$ cat src/rtl/wh_input_port_pkg.sv
`timescale 1ns/1ps
package wh_input_port_pkg;
  typedef enum logic [1:0] {
    FK_IDLE  = 2'd0,
    FK_FIRST = 2'd1,
    FK_BODY  = 2'd2,
    FK_END   = 2'd3
  } flit_kind_t;

  typedef enum logic [2:0] {
    DIR_LOCAL = 3'd0,
    DIR_NORTH = 3'd1,
    DIR_SOUTH = 3'd2,
    DIR_EAST  = 3'd3,
    DIR_WEST  = 3'd4
  } out_dir_t;
endpackage

$ cat src/rtl/wh_rst_sync.sv
`timescale 1ns/1ps
module wh_rst_sync (
  input  logic clk,
  input  logic rst_n,
  output logic rst_n_sync
);
  logic [1:0] stage_q;

  always_ff @(posedge clk or negedge rst_n) begin
    if (!rst_n) stage_q <= 2'b00;
    else        stage_q <= {stage_q[0], 1'b1};
  end

  assign rst_n_sync = stage_q[1];
endmodule

$ cat src/rtl/wh_class_fifo.sv
`timescale 1ns/1ps
module wh_class_fifo #(
  parameter int WIDTH = 20,
  parameter int DEPTH = 4
) (
  input  logic             clk,
  input  logic             rst_n,
  input  logic             wr_en,
  input  logic [WIDTH-1:0] wr_data,
  input  logic             rd_en,
  output logic [WIDTH-1:0] rd_data,
  output logic             empty,
  output logic             full
);
  localparam int AW = (DEPTH > 1) ? $clog2(DEPTH) : 1;
  localparam int CNTW = $clog2(DEPTH + 1);
  localparam logic [AW-1:0] LAST = AW'(DEPTH - 1);

  logic [WIDTH-1:0] mem [DEPTH];
  logic [AW-1:0]    wr_ptr_q, wr_ptr_d, rd_ptr_q, rd_ptr_d;
  logic [CNTW-1:0]  cnt_q, cnt_d;
  logic             do_wr, do_rd;

  assign empty   = (cnt_q == '0);
  assign full    = (cnt_q == CNTW'(DEPTH));
  assign do_wr   = wr_en && !full;
  assign do_rd   = rd_en && !empty;
  assign rd_data = mem[rd_ptr_q];

  always_comb begin
    wr_ptr_d = wr_ptr_q;
    rd_ptr_d = rd_ptr_q;
    cnt_d    = cnt_q;
    if (do_wr) wr_ptr_d = (wr_ptr_q == LAST) ? '0 : wr_ptr_q + 1'b1;
    if (do_rd) rd_ptr_d = (rd_ptr_q == LAST) ? '0 : rd_ptr_q + 1'b1;
    case ({do_wr, do_rd})
      2'b10:   cnt_d = cnt_q + 1'b1;
      2'b01:   cnt_d = cnt_q - 1'b1;
      default: cnt_d = cnt_q;
    endcase
  end

  always_ff @(posedge clk or negedge rst_n) begin
    if (!rst_n) begin
      wr_ptr_q <= '0;
      rd_ptr_q <= '0;
      cnt_q    <= '0;
    end else begin
      wr_ptr_q <= wr_ptr_d;
      rd_ptr_q <= rd_ptr_d;
      cnt_q    <= cnt_d;
    end
  end

  always_ff @(posedge clk) begin
    if (do_wr) mem[wr_ptr_q] <= wr_data;
  end

  // upstream must respect credits
  assert_no_overflow_R4: assert property (@(posedge clk) disable iff (!rst_n)
    !(wr_en && full));

  // an unpopped head stays put
  assert_head_hold_R5: assert property (@(posedge clk) disable iff (!rst_n)
    (!empty && !rd_en) |=> (!empty && $stable(rd_data)));
endmodule

$ cat src/rtl/wh_xy_route.sv
`timescale 1ns/1ps
module wh_xy_route
  import wh_input_port_pkg::*;
#(
  parameter int COORD_W = 4
) (
  input  logic [COORD_W-1:0] dst_x,
  input  logic [COORD_W-1:0] dst_y,
  input  logic [COORD_W-1:0] here_x,
  input  logic [COORD_W-1:0] here_y,
  output out_dir_t           dir
);
  always_comb begin
    if (dst_x > here_x)      dir = DIR_EAST;
    else if (dst_x < here_x) dir = DIR_WEST;
    else if (dst_y > here_y) dir = DIR_NORTH;
    else if (dst_y < here_y) dir = DIR_SOUTH;
    else                     dir = DIR_LOCAL;
  end
endmodule

$ cat src/rtl/wh_class_lane.sv
`timescale 1ns/1ps
module wh_class_lane
  import wh_input_port_pkg::*;
#(
  parameter int FLIT_W  = 20,
  parameter int COORD_W = 4,
  parameter int DEPTH   = 4
) (
  input  logic              clk,
  input  logic              rst_n,
  input  logic              wr_en,
  input  logic [FLIT_W-1:0] wr_flit,
  input  logic [COORD_W-1:0] here_x,
  input  logic [COORD_W-1:0] here_y,
  input  logic              pop,
  output logic              head_valid,
  output logic [FLIT_W-1:0] head_flit,
  output logic [2:0]        head_dir,
  output logic              busy,
  output logic              credit
);
  logic       empty, full, take, solo;
  flit_kind_t hk;
  out_dir_t   calc_dir;
  logic [2:0] dir_q, dir_d;
  logic       busy_q, busy_d;

  wh_class_fifo #(.WIDTH(FLIT_W), .DEPTH(DEPTH)) u_fifo (
    .clk(clk), .rst_n(rst_n), .wr_en(wr_en), .wr_data(wr_flit),
    .rd_en(pop), .rd_data(head_flit), .empty(empty), .full(full)
  );

  wh_xy_route #(.COORD_W(COORD_W)) u_route (
    .dst_x(head_flit[COORD_W-1:0]),
    .dst_y(head_flit[2*COORD_W-1:COORD_W]),
    .here_x(here_x), .here_y(here_y), .dir(calc_dir)
  );

  assign hk         = flit_kind_t'(head_flit[FLIT_W-1 -: 2]);
  assign solo       = head_flit[2*COORD_W];
  assign head_valid = !empty;
  assign take       = pop && !empty;
  assign credit     = take;
  assign busy       = busy_q;
  assign head_dir   = (hk == FK_FIRST) ? 3'(calc_dir) : dir_q;

  always_comb begin
    busy_d = busy_q;
    dir_d  = dir_q;
    if (take) begin
      case (hk)
        FK_FIRST: if (!solo) begin
          busy_d = 1'b1;
          dir_d  = 3'(calc_dir);
        end
        FK_END:   busy_d = 1'b0;
        default:  ;
      endcase
    end
  end

  always_ff @(posedge clk or negedge rst_n) begin
    if (!rst_n) begin
      busy_q <= 1'b0;
      dir_q  <= 3'd0;
    end else begin
      busy_q <= busy_d;
      dir_q  <= dir_d;
    end
  end

  // wormhole ordering - a new packet only starts on a free class
  assert_first_on_free_R8: assert property (@(posedge clk) disable iff (!rst_n)
    (head_valid && hk == FK_FIRST) |-> !busy);

  // body transfers keep the held route
  assert_body_keeps_route_R8: assert property (@(posedge clk) disable iff (!rst_n)
    (credit && hk == FK_BODY) |=> (busy && $stable(dir_q)));

  // end transfer releases the route
  assert_end_releases_R9: assert property (@(posedge clk) disable iff (!rst_n)
    (credit && hk == FK_END) |=> !busy);

  // no credit from an empty class
  assert_no_empty_credit_R11: assert property (@(posedge clk) disable iff (!rst_n)
    (pop && !head_valid) |=> $stable(busy));
endmodule

$ cat src/rtl/wh_input_port.sv
`timescale 1ns/1ps
module wh_input_port
  import wh_input_port_pkg::*;
#(
  parameter int NUM_SL    = 4,
  parameter int PAYLOAD_W = 16,
  parameter int COORD_W   = 4,
  parameter int DEPTH     = 4,
  parameter int FLIT_W    = 2 + $clog2(NUM_SL) + PAYLOAD_W
) (
  input  logic                     clk,
  input  logic                     rst_n,
  input  logic [COORD_W-1:0]       here_x,
  input  logic [COORD_W-1:0]       here_y,
  input  logic [FLIT_W-1:0]        in_flit,
  input  logic [NUM_SL-1:0]        pop,
  output logic [NUM_SL-1:0]        head_valid,
  output logic [NUM_SL*FLIT_W-1:0] head_flit,
  output logic [NUM_SL*3-1:0]      head_dir,
  output logic [NUM_SL-1:0]        route_busy,
  output logic [NUM_SL-1:0]        credit
);
  localparam int SL_W = $clog2(NUM_SL);

  logic            rst_n_i;
  flit_kind_t      in_kind;
  logic [SL_W-1:0] in_sl;

  assign in_kind = flit_kind_t'(in_flit[FLIT_W-1 -: 2]);
  assign in_sl   = in_flit[FLIT_W-3 -: SL_W];

  wh_rst_sync u_rst (.clk(clk), .rst_n(rst_n), .rst_n_sync(rst_n_i));

  for (genvar l = 0; l < NUM_SL; l++) begin : g_lane
    logic wr_en_l;
    assign wr_en_l = (in_kind != FK_IDLE) && (in_sl == SL_W'(l));

    wh_class_lane #(.FLIT_W(FLIT_W), .COORD_W(COORD_W), .DEPTH(DEPTH)) u_lane (
      .clk(clk), .rst_n(rst_n_i), .wr_en(wr_en_l), .wr_flit(in_flit),
      .here_x(here_x), .here_y(here_y), .pop(pop[l]),
      .head_valid(head_valid[l]),
      .head_flit(head_flit[l*FLIT_W +: FLIT_W]),
      .head_dir(head_dir[l*3 +: 3]),
      .busy(route_busy[l]), .credit(credit[l])
    );

    // a class only fills from a non-idle flit addressed to it
    assert_fill_source_R3: assert property (@(posedge clk) disable iff (!rst_n_i)
      $rose(head_valid[l]) |->
        ($past(in_flit[FLIT_W-1 -: 2]) != 2'd0 &&
         $past(in_flit[FLIT_W-3 -: SL_W]) == SL_W'(l)));
  end
endmodule

$ cat config.mk
export PLATFORM = sky130hd
export DESIGN_NAME = wh_input_port
export DESIGN_NICKNAME = d
export VERILOG_FILES = /design/src/rtl/wh_input_port_pkg.sv /design/src/rtl/wh_rst_sync.sv /design/src/rtl/wh_class_fifo.sv /design/src/rtl/wh_xy_route.sv /design/src/rtl/wh_class_lane.sv /design/src/rtl/wh_input_port.sv
export SDC_FILE = /design/constraint.sdc
export NUM_CORES = 1
export LEC_CHECK = 0
export BUFFER_PORTS_ARGS = -buffer_cell sky130_fd_sc_hd__buf_2
export CORE_ASPECT_RATIO = 2
export CORE_MARGIN = 1
export CORE_UTILIZATION = 40
export DETAILED_ROUTE_END_ITERATION = 10
export REMOVE_ABC_BUFFERS = 1
export SLEW_MARGIN = 10
export SYNTH_ARGS = -nofsm -noshare
export SYNTH_HDL_FRONTEND = slang
export SYNTH_HIERARCHICAL = 1
export SYNTH_SLANG_ARGS = --single-unit
export TNS_END_PERCENT = 50
$ cat constraint.sdc
create_clock -name clk -period 2.54 [get_ports clk]
set_input_delay 0.254 -clock clk [delete_from_list [all_inputs] [get_ports clk]]
set_output_delay 0.254 -clock clk [all_outputs]
set_load 0.05 [all_outputs]
==> run summary <==
Status = complete, but fails checks
Failing checks = negative setup slack
DRT iter0 DRCs = 363
Worst setup EP type = primary output
Crit path largest cell delay = 0.54 ns
Die area = 39300 sq um
Post-DRT Antenna Nets = 0
Worst vdd ir = 0.594 mV
IO buf count = 137
Placement row count = 101
Final Hold Fails = 0
Clk slew on worst S/H paths = 0.07 ns
HP Class = input pin to register
Netlist cell types = 35
Drt drc = 0
Worst-case clock buffer depth = 3
Leakage = 7.14 nW
Drt wl/cell = 22.9 um
First-pass GRT wire length = 51700 um
Fill cells = 3129
Slew @ Worst Pin = 0.614 ns
Grt ovf = 0
Clock skew = 0.0151 ns
Worst rel slew slack = 59.1%
Final min period = 3.22 ns
Height of the die = 279 um
GP Congestion = 0.762
Period utilization = 127%
P_int = 14.9 mW
Max Freq = 310 MHz
TNS Setup = -7.02 ns
Fin. max-slew vios = 0
Worst Setup Slack, final = -0.684 ns
Initial antenna violation count = 0
Layout cells sized above 1 = 47.8%
Detailed-route wire length = 34900 um
EDFF count, synth = 320
Seq pwr share = 32.0%
CTS tree = built
Die X = 141 um
Ports = 138
Post-synthesis cell area = 15400 sq um
Mean Syn Cell Area = 19.9 sq um
Critical Path Source Type = register
Synth-to-Final Area Change = 23.9%
Final cell utilization of the core = 50.2%
Switching power = 9.78 mW
Cells after Synth = 773
Clock root buffer = clkbuf_16
Sw Ratio = 39.7%
Arrival time worst endpoint = 2.97 ns
Final Net Count = 1133
Pre-antenna DRT Iters = 4
Global-route usage over all layers = 18.2%
Worst-path cell chain = buf_12 > mux4_2 > ha_4 > nor2b_2 > o211ai_2 > a21oi_2 > o21ba_4 > mux2_4 > buf_8
Inserted Clock Buffers = 31
Seq/Total Area, Yosys = 70.0%
Largest net degree at the start of global routing = 21
YS warnings = 6
RSZ-0062 raised after global routing = true
Finish-stage setup viols = 12
Initial Util = 40.6%
Vias = 7945
Clock power share = 18.0%
Critical Path RT = 2.29 ns
Max Cap Viol = 0
Avg Vias per Cell = 5.20
TritonCTS sink count = 366
Placeable Area = 37900 sq um
Logic pwr share = 50.0%
Main synth FF type = edfxtp_1
CP Max Fanout = 4
Pwr dens = 1290 nW/um^2
#FFs+latches synth = 366
Vias in the first global route = 8469
H-tree depth = 1
Setup CP Type = register to primary output
Hpwl dp = 24400 um
Skew-Pair Late Insertion Delay = 0.57 ns
Ys async rst share = 12.6%
Worst path slowest cell = mux4_2
[critical path, delay by kind of cell, from the launching register on]
family	cells	cell delay (ns)
mux	2	0.80
compound gates	3	0.50
flops	1	0.42
buf+inv	2	0.29
fa+ha+maj	1	0.23
simple gates	1	0.15
[flip-flops by register name, summed over array words and instances (netlist names)]
register	flops
u_rst/stage_q	2
g_lane.u_lane/u_fifo/wr_ptr_q	8
g_lane.u_lane/u_fifo/cnt_q	12
g_lane.u_lane/u_fifo/rd_ptr_q	8
g_lane.u_lane/dir_q	12
g_lane.u_lane/busy	4
g_lane.u_lane/u_fifo/mem	320
[power groups by stage]
stage,Combinational (mW),Sequential [mW],Clock (mW)
after floorplan,7.23,8.36,0
after global placement,11.0,7.96,0
after detailed placement,11.1,7.99,0
after CTS,12.0,7.89,4.56
after global routing,13.1,7.97,4.78
final,12.3,7.89,4.45
[synthesized netlist by cell type, types with 5 or more instances]
master / instances / share of area, %
edfxtp_1: 320 / 62
mux4_2: 72 / 11
inv_1: 68 / 1.7
ha_1: 56 / 4.6
dfrtp_1: 46 / 7.5
a21oi_1: 24 / 0.78
mux2_2: 20 / 1.5
mux2_4: 20 / 2.0
nor2_1: 18 / 0.44
and2_2: 16 / 0.78
and2b_2: 8 / 0.46
buf_2: 8 / 0.26
buf_6: 8 / 0.59
mux4_1: 8 / 1.4
xor2_1: 8 / 0.46
nand2_1: 5 / 0.12
[worst paths after layout]
path	slack, ns	end	start	cells past startpoint
setup / recovery	-0.68	head_dir[9]	g_lane[3].u_lane/u_fifo/rd_ptr_q[0]	9
hold / removal	0.07	g_lane[0].u_lane/busy	pop[0]	3
setup reg to reg	0.18	g_lane[1].u_lane/dir_q[0]	g_lane[1].u_lane/u_fifo/rd_ptr_q[0]	8
hold reg to reg	0.21	g_lane[0].u_lane/dir_q[2]	u_rst/stage_q[1]	0
max in group asynchronous	1.59	g_lane[1].u_lane/u_fifo/rd_ptr_q[0]	u_rst/stage_q[1]	1
min in group asynchronous	0.21	g_lane[0].u_lane/dir_q[2]	u_rst/stage_q[1]	0
[stage by stage]
stage                     worst slack [ns]  area, sq um  hold WS [ns]  instances  power (mW)
after floorplan                     -0.742        15200       -0.0416        757        15.6
after detailed placement            -0.244        17300        0.0462       1449        19.1
after global routing                -0.763        19000        0.0717       1526        25.8
final                               -0.684        19000        0.0711       1527        24.7
after global placement              -0.221        17300        0.0411       1449        19.0
after CTS                           -0.692        18800        0.0440       1521        24.5
[cell usage in the layout, fill, tap and decap left out, types with 14 or more instances in the layout]
| cell type | instances |
|---|---|
| edfxtp_1 | 320 |
| ha_4 | 21 |
| mux4_2 | 74 |
| buf_2 | 115 |
| and2_2 | 16 |
| mux2_4 | 30 |
| buf_4 | 93 |
| nor2_1 | 18 |
| ha_1 | 35 |
| clkbuf_16 | 32 |
| buf_6 | 14 |
| dfrtp_1 | 42 |
| inv_1 | 64 |
[layout make-up]
class,count,area [sq um],share of cell area (%)
Sequential cell,366,10800,56.5
Multi-Input combinational cell,323,4620,24.2
Timing Repair Buffer,249,1900,9.98
Clock buffer,39,806,4.23
Tap cell,463,579,3.04
Inverter,68,255,1.34
Clock inverter,18,120,0.631
Antenna cell,1,2.50,0.0131
[timing repair]
action | 4_1_cts | 5_1_grt
hold buffers | 2 | 0
hold endpoints to repair | 2 | 0
setup buffers | 13 | 5
pin swaps | 11 | 19
cloned | 1 | 1
endpoints found under the setup margin | 19 | 21
gates resized for setup | 77 | 52
[metal layers]
metal / wire length (um) / track usage [%] / share of wire (%)
met1: 12400 / 19.3 / 36
met2: 19900 / 35.4 / 57
met3: 1080 / 1.83 / 3.1
met4: 1480 / 8.39 / 4.2
met5: 0 / 0 / 0
[kinds of logic (layout without fill, tap and decap cells)]
kind of cell	Yosys count	in the layout	synth area share [%]
XOR/XNOR	12	12	0.683
multiplexers	124	124	15.6
adder cells (fa/ha/maj)	60	60	5.08
buffers and inverters	84	374	2.51
other	1	2	0.0244
flip-flops	366	366	70.0
AND/OR/NAND/NOR	86	86	4.43
AO/OA/AOI/OAI	40	40	1.72
No activity file was read; power rests on OpenSTA's default activity.
